## src/rtl/hazard_pkg.sv

```systemverilog
package hazard_pkg;

  typedef struct packed {
    logic       valid;
    logic       wr;
    logic [4:0] addr;
  } producer_t;

  typedef struct packed {
    logic fetch_hold;
    logic decode_hold;
    logic decode_bubble;
    logic exec_bubble;
  } stall_ctl_t;

  localparam int unsigned PROD_EXE = 0;
  localparam int unsigned PROD_MEM = 1;
  localparam int unsigned NUM_PROD = 2;

endpackage

```

## src/rtl/hz_src_match.sv

```systemverilog
module hz_src_match #(
  parameter int unsigned REG_AW   = 5,
  parameter int unsigned NUM_PROD = 2
) (
  input  logic                       clk,
  input  logic                       rst_n,
  input  logic                       src_used,
  input  logic [REG_AW-1:0]          src_addr,
  input  logic [NUM_PROD-1:0]        prod_live,
  input  logic [NUM_PROD*REG_AW-1:0] prod_addr,
  output logic                       conflict
);

  logic [NUM_PROD-1:0] hit;
  logic                src_nonzero;

  always_comb src_nonzero = |src_addr;

  for (genvar p = 0; p < NUM_PROD; p++) begin : g_prod
    always_comb
      hit[p] = prod_live[p] && (prod_addr[p*REG_AW +: REG_AW] == src_addr);
  end

  always_comb conflict = src_used && src_nonzero && (|hit);

  // register zero never produces a conflict
  a_r4_zero_reg: assert property (@(posedge clk) disable iff (!rst_n)
    (src_addr == '0) |-> !conflict);
  // an unused source never conflicts
  a_r5_unused_src: assert property (@(posedge clk) disable iff (!rst_n)
    !src_used |-> !conflict);

endmodule

```

## src/rtl/hz_data_interlock.sv

```systemverilog
module hz_data_interlock
  import hazard_pkg::*;
#(
  parameter int unsigned REG_AW  = 5,
  parameter int unsigned NUM_SRC = 2
) (
  input  logic                      clk,
  input  logic                      rst_n,
  input  logic                      dec_valid,
  input  logic [NUM_SRC*REG_AW-1:0] dec_src_addr,
  input  logic [NUM_SRC-1:0]        dec_src_used,
  input  logic                      exe_valid,
  input  logic                      exe_wr,
  input  logic [REG_AW-1:0]         exe_addr,
  input  logic                      mem_valid,
  input  logic                      mem_wr,
  input  logic [REG_AW-1:0]         mem_addr,
  output logic                      raw_stall
);

  localparam int unsigned PW = NUM_PROD * REG_AW;

  logic [NUM_PROD-1:0] prod_live;
  logic [PW-1:0]       prod_addr;
  logic [NUM_SRC-1:0]  src_conflict;

  always_comb begin
    prod_live           = '0;
    prod_addr           = '0;
    prod_live[PROD_EXE] = exe_valid && exe_wr;
    prod_live[PROD_MEM] = mem_valid && mem_wr;
    prod_addr[PROD_EXE*REG_AW +: REG_AW] = exe_addr;
    prod_addr[PROD_MEM*REG_AW +: REG_AW] = mem_addr;
  end

  for (genvar s = 0; s < NUM_SRC; s++) begin : g_src
    hz_src_match #(
      .REG_AW  (REG_AW),
      .NUM_PROD(NUM_PROD)
    ) u_match (
      .clk      (clk),
      .rst_n    (rst_n),
      .src_used (dec_src_used[s]),
      .src_addr (dec_src_addr[s*REG_AW +: REG_AW]),
      .prod_live(prod_live),
      .prod_addr(prod_addr),
      .conflict (src_conflict[s])
    );
  end

  always_comb raw_stall = dec_valid && (|src_conflict);

  // an empty decode slot or idle producers never interlock
  a_r5_no_producer: assert property (@(posedge clk) disable iff (!rst_n)
    (!dec_valid || (!(exe_valid && exe_wr) && !(mem_valid && mem_wr))) |-> !raw_stall);

endmodule

```

## src/rtl/hz_front_block.sv

```systemverilog
module hz_front_block (
  input  logic clk,
  input  logic rst_n,
  input  logic dec_valid,
  input  logic dec_is_branch,
  input  logic exe_valid,
  input  logic exe_is_branch,
  input  logic mem_valid,
  input  logic mem_is_ldst,
  output logic port_busy,
  output logic branch_wait
);

  always_comb begin
    port_busy   = mem_valid && mem_is_ldst;
    branch_wait = (dec_valid && dec_is_branch) || (exe_valid && exe_is_branch);
  end

  // an empty memory slot never claims the port
  a_r6_idle_port: assert property (@(posedge clk) disable iff (!rst_n)
    !mem_valid |-> !port_busy);
  // no branch present means no branch wait
  a_r7_no_branch: assert property (@(posedge clk) disable iff (!rst_n)
    (!dec_is_branch && !exe_is_branch) |-> !branch_wait);

endmodule

```

## src/rtl/hazard_stall_ctrl.sv

```systemverilog
module hazard_stall_ctrl
  import hazard_pkg::*;
#(
  parameter int unsigned REG_AW  = 5,
  parameter int unsigned NUM_SRC = 2
) (
  input  logic                      clk,
  input  logic                      rst_n,
  input  logic                      dec_valid,
  input  logic [NUM_SRC*REG_AW-1:0] dec_src_addr,
  input  logic [NUM_SRC-1:0]        dec_src_used,
  input  logic                      dec_is_branch,
  input  logic                      exe_valid,
  input  logic [REG_AW-1:0]         exe_dst_addr,
  input  logic                      exe_dst_wr,
  input  logic                      exe_is_branch,
  input  logic                      mem_valid,
  input  logic [REG_AW-1:0]         mem_dst_addr,
  input  logic                      mem_dst_wr,
  input  logic                      mem_is_ldst,
  output logic                      fetch_hold,
  output logic                      decode_hold,
  output logic                      decode_bubble,
  output logic                      exec_bubble
);

  logic       raw_stall;
  logic       port_busy;
  logic       branch_wait;
  stall_ctl_t ctl;

  hz_data_interlock #(
    .REG_AW (REG_AW),
    .NUM_SRC(NUM_SRC)
  ) u_raw (
    .clk         (clk),
    .rst_n       (rst_n),
    .dec_valid   (dec_valid),
    .dec_src_addr(dec_src_addr),
    .dec_src_used(dec_src_used),
    .exe_valid   (exe_valid),
    .exe_wr      (exe_dst_wr),
    .exe_addr    (exe_dst_addr),
    .mem_valid   (mem_valid),
    .mem_wr      (mem_dst_wr),
    .mem_addr    (mem_dst_addr),
    .raw_stall   (raw_stall)
  );

  hz_front_block u_front (
    .clk          (clk),
    .rst_n        (rst_n),
    .dec_valid    (dec_valid),
    .dec_is_branch(dec_is_branch),
    .exe_valid    (exe_valid),
    .exe_is_branch(exe_is_branch),
    .mem_valid    (mem_valid),
    .mem_is_ldst  (mem_is_ldst),
    .port_busy    (port_busy),
    .branch_wait  (branch_wait)
  );

  // The data freeze dominates: the decode occupant stays put, so the
  // front-end bubble is suppressed and fetch is held regardless.
  always_comb begin
    ctl               = '0;
    ctl.fetch_hold    = raw_stall || port_busy || branch_wait;
    ctl.decode_hold   = raw_stall;
    ctl.exec_bubble   = raw_stall;
    ctl.decode_bubble = !raw_stall && (port_busy || branch_wait);
  end

  assign fetch_hold    = ctl.fetch_hold;
  assign decode_hold   = ctl.decode_hold;
  assign decode_bubble = ctl.decode_bubble;
  assign exec_bubble   = ctl.exec_bubble;

  // decode is either held or refilled with a bubble, never both
  a_r9_hold_xor_bubble: assert property (@(posedge clk) disable iff (!rst_n)
    !(decode_hold && decode_bubble));
  // any stall action implies fetch is frozen
  a_r9_fetch_covers: assert property (@(posedge clk) disable iff (!rst_n)
    (decode_hold || decode_bubble || exec_bubble) |-> fetch_hold);
  // a memory access in flight always blocks fetch
  a_r6_port_blocks_fetch: assert property (@(posedge clk) disable iff (!rst_n)
    (mem_valid && mem_is_ldst) |-> fetch_hold);
  // a branch in decode or execute keeps the follower out of decode
  a_r7_branch_no_advance: assert property (@(posedge clk) disable iff (!rst_n)
    ((dec_valid && dec_is_branch) || (exe_valid && exe_is_branch))
      |-> (decode_bubble || decode_hold));
  // a live execute-stage match on source 0 freezes decode
  a_r1_exe_match: assert property (@(posedge clk) disable iff (!rst_n)
    (dec_valid && dec_src_used[0] && exe_valid && exe_dst_wr &&
     (exe_dst_addr != '0) && (dec_src_addr[REG_AW-1:0] == exe_dst_addr))
      |-> (decode_hold && exec_bubble));
  // a live memory-stage match on source 0 freezes decode
  a_r2_mem_match: assert property (@(posedge clk) disable iff (!rst_n)
    (dec_valid && dec_src_used[0] && mem_valid && mem_dst_wr &&
     (mem_dst_addr != '0) && (dec_src_addr[REG_AW-1:0] == mem_dst_addr))
      |-> (decode_hold && exec_bubble));

endmodule

```

## config.mk

```make
export PLATFORM = sky130hd
export DESIGN_NAME = hazard_stall_ctrl
export DESIGN_NICKNAME = d
export VERILOG_FILES = /design/src/rtl/hazard_pkg.sv /design/src/rtl/hz_src_match.sv /design/src/rtl/hz_data_interlock.sv /design/src/rtl/hz_front_block.sv /design/src/rtl/hazard_stall_ctrl.sv
export SDC_FILE = /design/constraint.sdc
export NUM_CORES = 1
export LEC_CHECK = 0
export ABC_AREA = 1
export ABC_CLOCK_PERIOD_IN_PS = 800
export BUFFER_PORTS_ARGS = -buffer_cell sky130_fd_sc_hd__clkbuf_2
export CELL_PAD_IN_SITES_DETAIL_PLACEMENT = 1
export CELL_PAD_IN_SITES_GLOBAL_PLACEMENT = 1
export CORE_MARGIN = 2
export CORE_UTILIZATION = 21
export DETAILED_ROUTE_END_ITERATION = 6
export GPL_ROUTABILITY_DRIVEN = 0
export PLACE_DENSITY = 0.77
export SYNTH_ARGS = -nofsm -noshare
export SYNTH_HDL_FRONTEND = slang
export SYNTH_SLANG_ARGS = --single-unit
```

## constraint.sdc

```tcl
create_clock -name vclk -period 0.8
set_input_delay 0.08 -clock vclk [all_inputs]
set_output_delay 0.08 -clock vclk [all_outputs]
set_load 0.01 [all_outputs]
```

# --- Word level (Yosys, flattened, before mapping) ---
# Cells that the tools add are included.
op_classes:
  reduce_logical: 25
  eq_ne: 4
op_table:
  columns: ["operator", "n"]
  rows:
  - ["== test 5 bit", 4]
  - ["logical AND 1 bit", 15]
  - ["OR reduction 5 bit", 2]
  - ["OR reduction 2 bit", 3]
  - ["logical OR 1 bit", 4]
  - ["zero test 1 bit", 1]
word_totals:
  inputBits: 32
  out_inout_bits: 4
  register_bits: 0

# --- Longest topological paths before layout ---
depth:
  word_depth: 8
  mapped_depth: 11
  depth_no_buf: 10

# --- Modules after synthesis ---
# Synthesis repeated with hierarchy kept, for this count alone.
unflattened:
  cells_unflattened: 125
  hier_area_um2: 503.0
modules_own_cells:
  columns: ["mod", "n_inst", "area_each_um2", "cells_each", "seq_area_each_um2"]
  rows:
  - ["hz_src_match", 2, 216.5, 54, 0.0]
  - ["hz_data_interlock", 1, 26.3, 7, 0.0]
  - ["hazard_stall_ctrl", 1, 25.0, 5, 0.0]
  - ["hz_front_block", 1, 18.8, 5, 0.0]

# --- Worst setup path before layout ---
# Ideal clock, no wire load.
synth_path:
  path_kind: "input -> output"
  start: "input port dec_src_addr[0]"
  end: "output port exec_bubble"
  path_buffers: 1
  path_slack_ns: -0.109
  arrival_time_ns: 0.829
  path_stages: 10
  cell_sequence: "inv_1 -> nor2_1 -> nor2_1 -> nand3_1 -> nand2_1 -> nand2_1 -> nand2_2 -> nand2_2 -> inv_1 -> buf_4"
synth_via:
  elab_chain_len: 6
  elab_cells_between_ends: 10
synth_rtl:
  columns: ["element", "line", "source"]
  rows:
  - ["from (decl)", "hazard_stall_ctrl.sv:10", "input logic [NUM_SRC*REG_AW-1:0] dec_src_addr,"]
  - ["== test 5 bit", "hz_src_match.sv:21", "hit[p] = prod_live[p] && (prod_addr[p*REG_AW +: REG_AW] == src_addr);"]
  - ["logical AND 1 bit", "hz_src_match.sv:21", null]
  - ["OR reduction 2 bit", "hz_src_match.sv:24", "always_comb conflict = src_used && src_nonzero && (|hit);"]
  - ["logical AND 1 bit *", "hz_src_match.sv:24", null]
  - ["OR reduction 2 bit *", "hz_data_interlock.sv:51", "always_comb raw_stall = dec_valid && (|src_conflict);"]
  - ["logical AND 1 bit *", "hz_data_interlock.sv:51", null]
  - ["to (decl)", "hazard_stall_ctrl.sv:24", "output logic exec_bubble"]
# Mark *: on every way between the ends. The rest lies on a longest branch, timed or not.

# --- Final worst setup path ---
layout_path:
  start: "input port dec_src_addr[8]"
  end: "output port decode_hold"
layout_via:
  elab_chain_len: 6
  elab_cells_between_ends: 10
layout_rtl:
  columns: ["element", "line", "source"]
  rows:
  - ["== test 5 bit", "hz_src_match.sv:21", null]
  - ["logical AND 1 bit", "hz_src_match.sv:21", null]
  - ["OR reduction 2 bit", "hz_src_match.sv:24", null]
  - ["logical AND 1 bit *", "hz_src_match.sv:24", null]
  - ["OR reduction 2 bit *", "hz_data_interlock.sv:51", null]
  - ["logical AND 1 bit *", "hz_data_interlock.sv:51", null]
  - ["to (decl)", "hazard_stall_ctrl.sv:22", "output logic decode_hold,"]
# Marks and branches as above.

==> impl_metrics.tcl <==
set metrics [dict create \
    vias_per_cell 4.549 \
    seqCellArea_um2 0 \
    grt_pass1_vias 788 \
    timing.final.ws_setup_ns -0.3773 \
    violations "setup timing" \
    status "complete, but fails checks" \
    dieArea_mm2 0.002583 \
    io_buffers 34 \
    antenna_left 0 \
    cts_hold_buf 0 \
    cp-startpoint "dec_src_addr[8]" \
    io_pins 36 \
    drc 0 \
    track_usage_pct 15.19 \
    most-common-layout-cells "nand2_1, nand2_2, inv_2, nor2_1" \
    fin_nets 182 \
    slew_headroom_pct 82.79 \
    hold_violations 0 \
    coreArea_mm2 0.002022 \
    place_hpwl_mm 1.654 \
    fill_cells 302 \
    antenna_cells 0 \
    end_kind "output port" \
    crit_type "in -> out" \
    worstMarginPinSlew_ns 0.2582 \
    die_y_um 50.83 \
    ir_drop_uv 161.6 \
    timing.fmax_mhz 849.4 \
    rows 16 \
    finalSetupTns_ns -1.463 \
    syn_area_per_cell_um2 4.075 \
    clock_buffers 0 \
    yosysWarnings 0 \
    drt-pass1-iter-count 4 \
    p_per_area_mw_per_mm2 496.2 \
    initial_core_util_pct 22.77 \
    dpl.cell_count 175 \
    synthDistinctLibCells 12 \
    netlist_instances 113 \
    seq_cells 0 \
    final_layout_size_suffix_gt1_share_pct 52.03 \
    antenna_found_initial 0 \
    vias 796 \
    drt_iter0_markers 6 \
    grt_first_pass_wirelength_mm 3.160 \
    arrival_ns 1.10 \
    rsz0062_at_grt "yes" \
    p_leak_nw 0.5242 \
    required_ns 0.72 \
    wire_per_inst_um 11.80 \
    synthToLayoutAreaGrowth_pct 86.68 \
    die_w_um 50.83 \
    grt_max_degree 6 \
    postCtsSetupBuffers 0 \
    synthesis.area_um2 460.4 \
    totalWireLength_mm 2.065 \
    instances_no_fill 175 \
    finalCritPeriodShare_pct 147.2 \
    setup_viol 4 \
    slew_violations 0 \
    final_common_cell "nand2_1" \
    drv_cap 0 \
    synth_fp_nets 145 \
    hp-class "in -> out" \
    period_needed_ns 1.177 \
    worst-path-max-fanout 3 \
    hold_path_startpoint "exe_valid" \
    worstSetupStartpointType "input port" \
    dpl_worst_slack_ns -0.3097 \
    final_core_util_pct 42.51 \
    globalRoute.totalOverflow 0 \
    yosysSeqAreaShare_pct 0 \
]
## cell usage after synthesis
cell type / instances / area, um2
nand4_1: 2 / 12.51
nand3_1: 4 / 20.02
inv_2: 1 / 3.750
nor2_1: 16 / 60.06
nand2_1: 56 / 210.2
buf_4: 1 / 7.510
a22o_1: 1 / 8.760
nand2_2: 2 / 12.51
xor2_1: 1 / 8.760
o21ai_0: 4 / 20.02
inv_1: 23 / 86.33
a21oi_1: 2 / 10.01
## report_power, final
group          internal, mW  leakage (nW)  total (mW)  switching, mW
logic                 0.207         0.524       0.427          0.219
clock network             0             0           0              0
registers                 0             0           0              0
## metal layers
layer | up-vias | track usage (%) | wire, um
li1 | 403 | - | -
met1 | 372 | 17.91 | 844
met2 | 21 | 31.80 | 1154
met3 | 0 | 0.2924 | 65
met4 | 0 | 0 | 0
met5 | - | 0 | 0
## logic make-up after synthesis
kind of cell | after synthesis | share of synthesized area, %
XOR/XNOR | 1 | 1.903
AO/OA/AOI/OAI | 7 | 8.425
buffers and inverters | 25 | 21.19
AND/OR/NAND/NOR | 80 | 68.48
## path summary, 6_finish.rpt
| kind | endpoint | cells past startpoint |
|---|---|---|
| worst max-delay path | decode_hold | 12 |
| worst min-delay path | fetch_hold | 4 |
## per-stage QoR
step	total power [mW]	hold WS [ns]	instance area [um2]
global placement	0.2962	0.4789	674.4
CTS	0.3308	0.5174	709.4
global route	0.4739	0.5305	859.6
finish	0.4266	0.4938	859.6
detailed placement	0.3080	0.5161	674.4
floorplan	0.1516	0.2415	466.7
## critical path: stages
cell      delay, ns
clkbuf_2       0.11
inv_2          0.05
nand2_1        0.06
nand2_1        0.06
nor2_1         0.15
nand3_1        0.13
nand2_1        0.09
nand2_1        0.06
nand2_2        0.07
nand2_2        0.07
inv_2          0.07
buf_6          0.10
## layout make-up
| class | instances | area (um2) | area share, % |
|---|---|---|---|
| well taps | 27 | 33.78 | 3.930 |
| multi-input cells | 88 | 414.1 | 48.18 |
| repair buffers | 36 | 304.0 | 35.37 |
| inverters | 24 | 107.6 | 12.52 |
## what timing repair did
item / CTS / global route
pin swaps: 10 / 29
gates cloned: 0 / 0
endpoints found under the setup margin: 4 / 4
gates resized for setup: 13 / 74
Power figures use the tool's default switching activity.
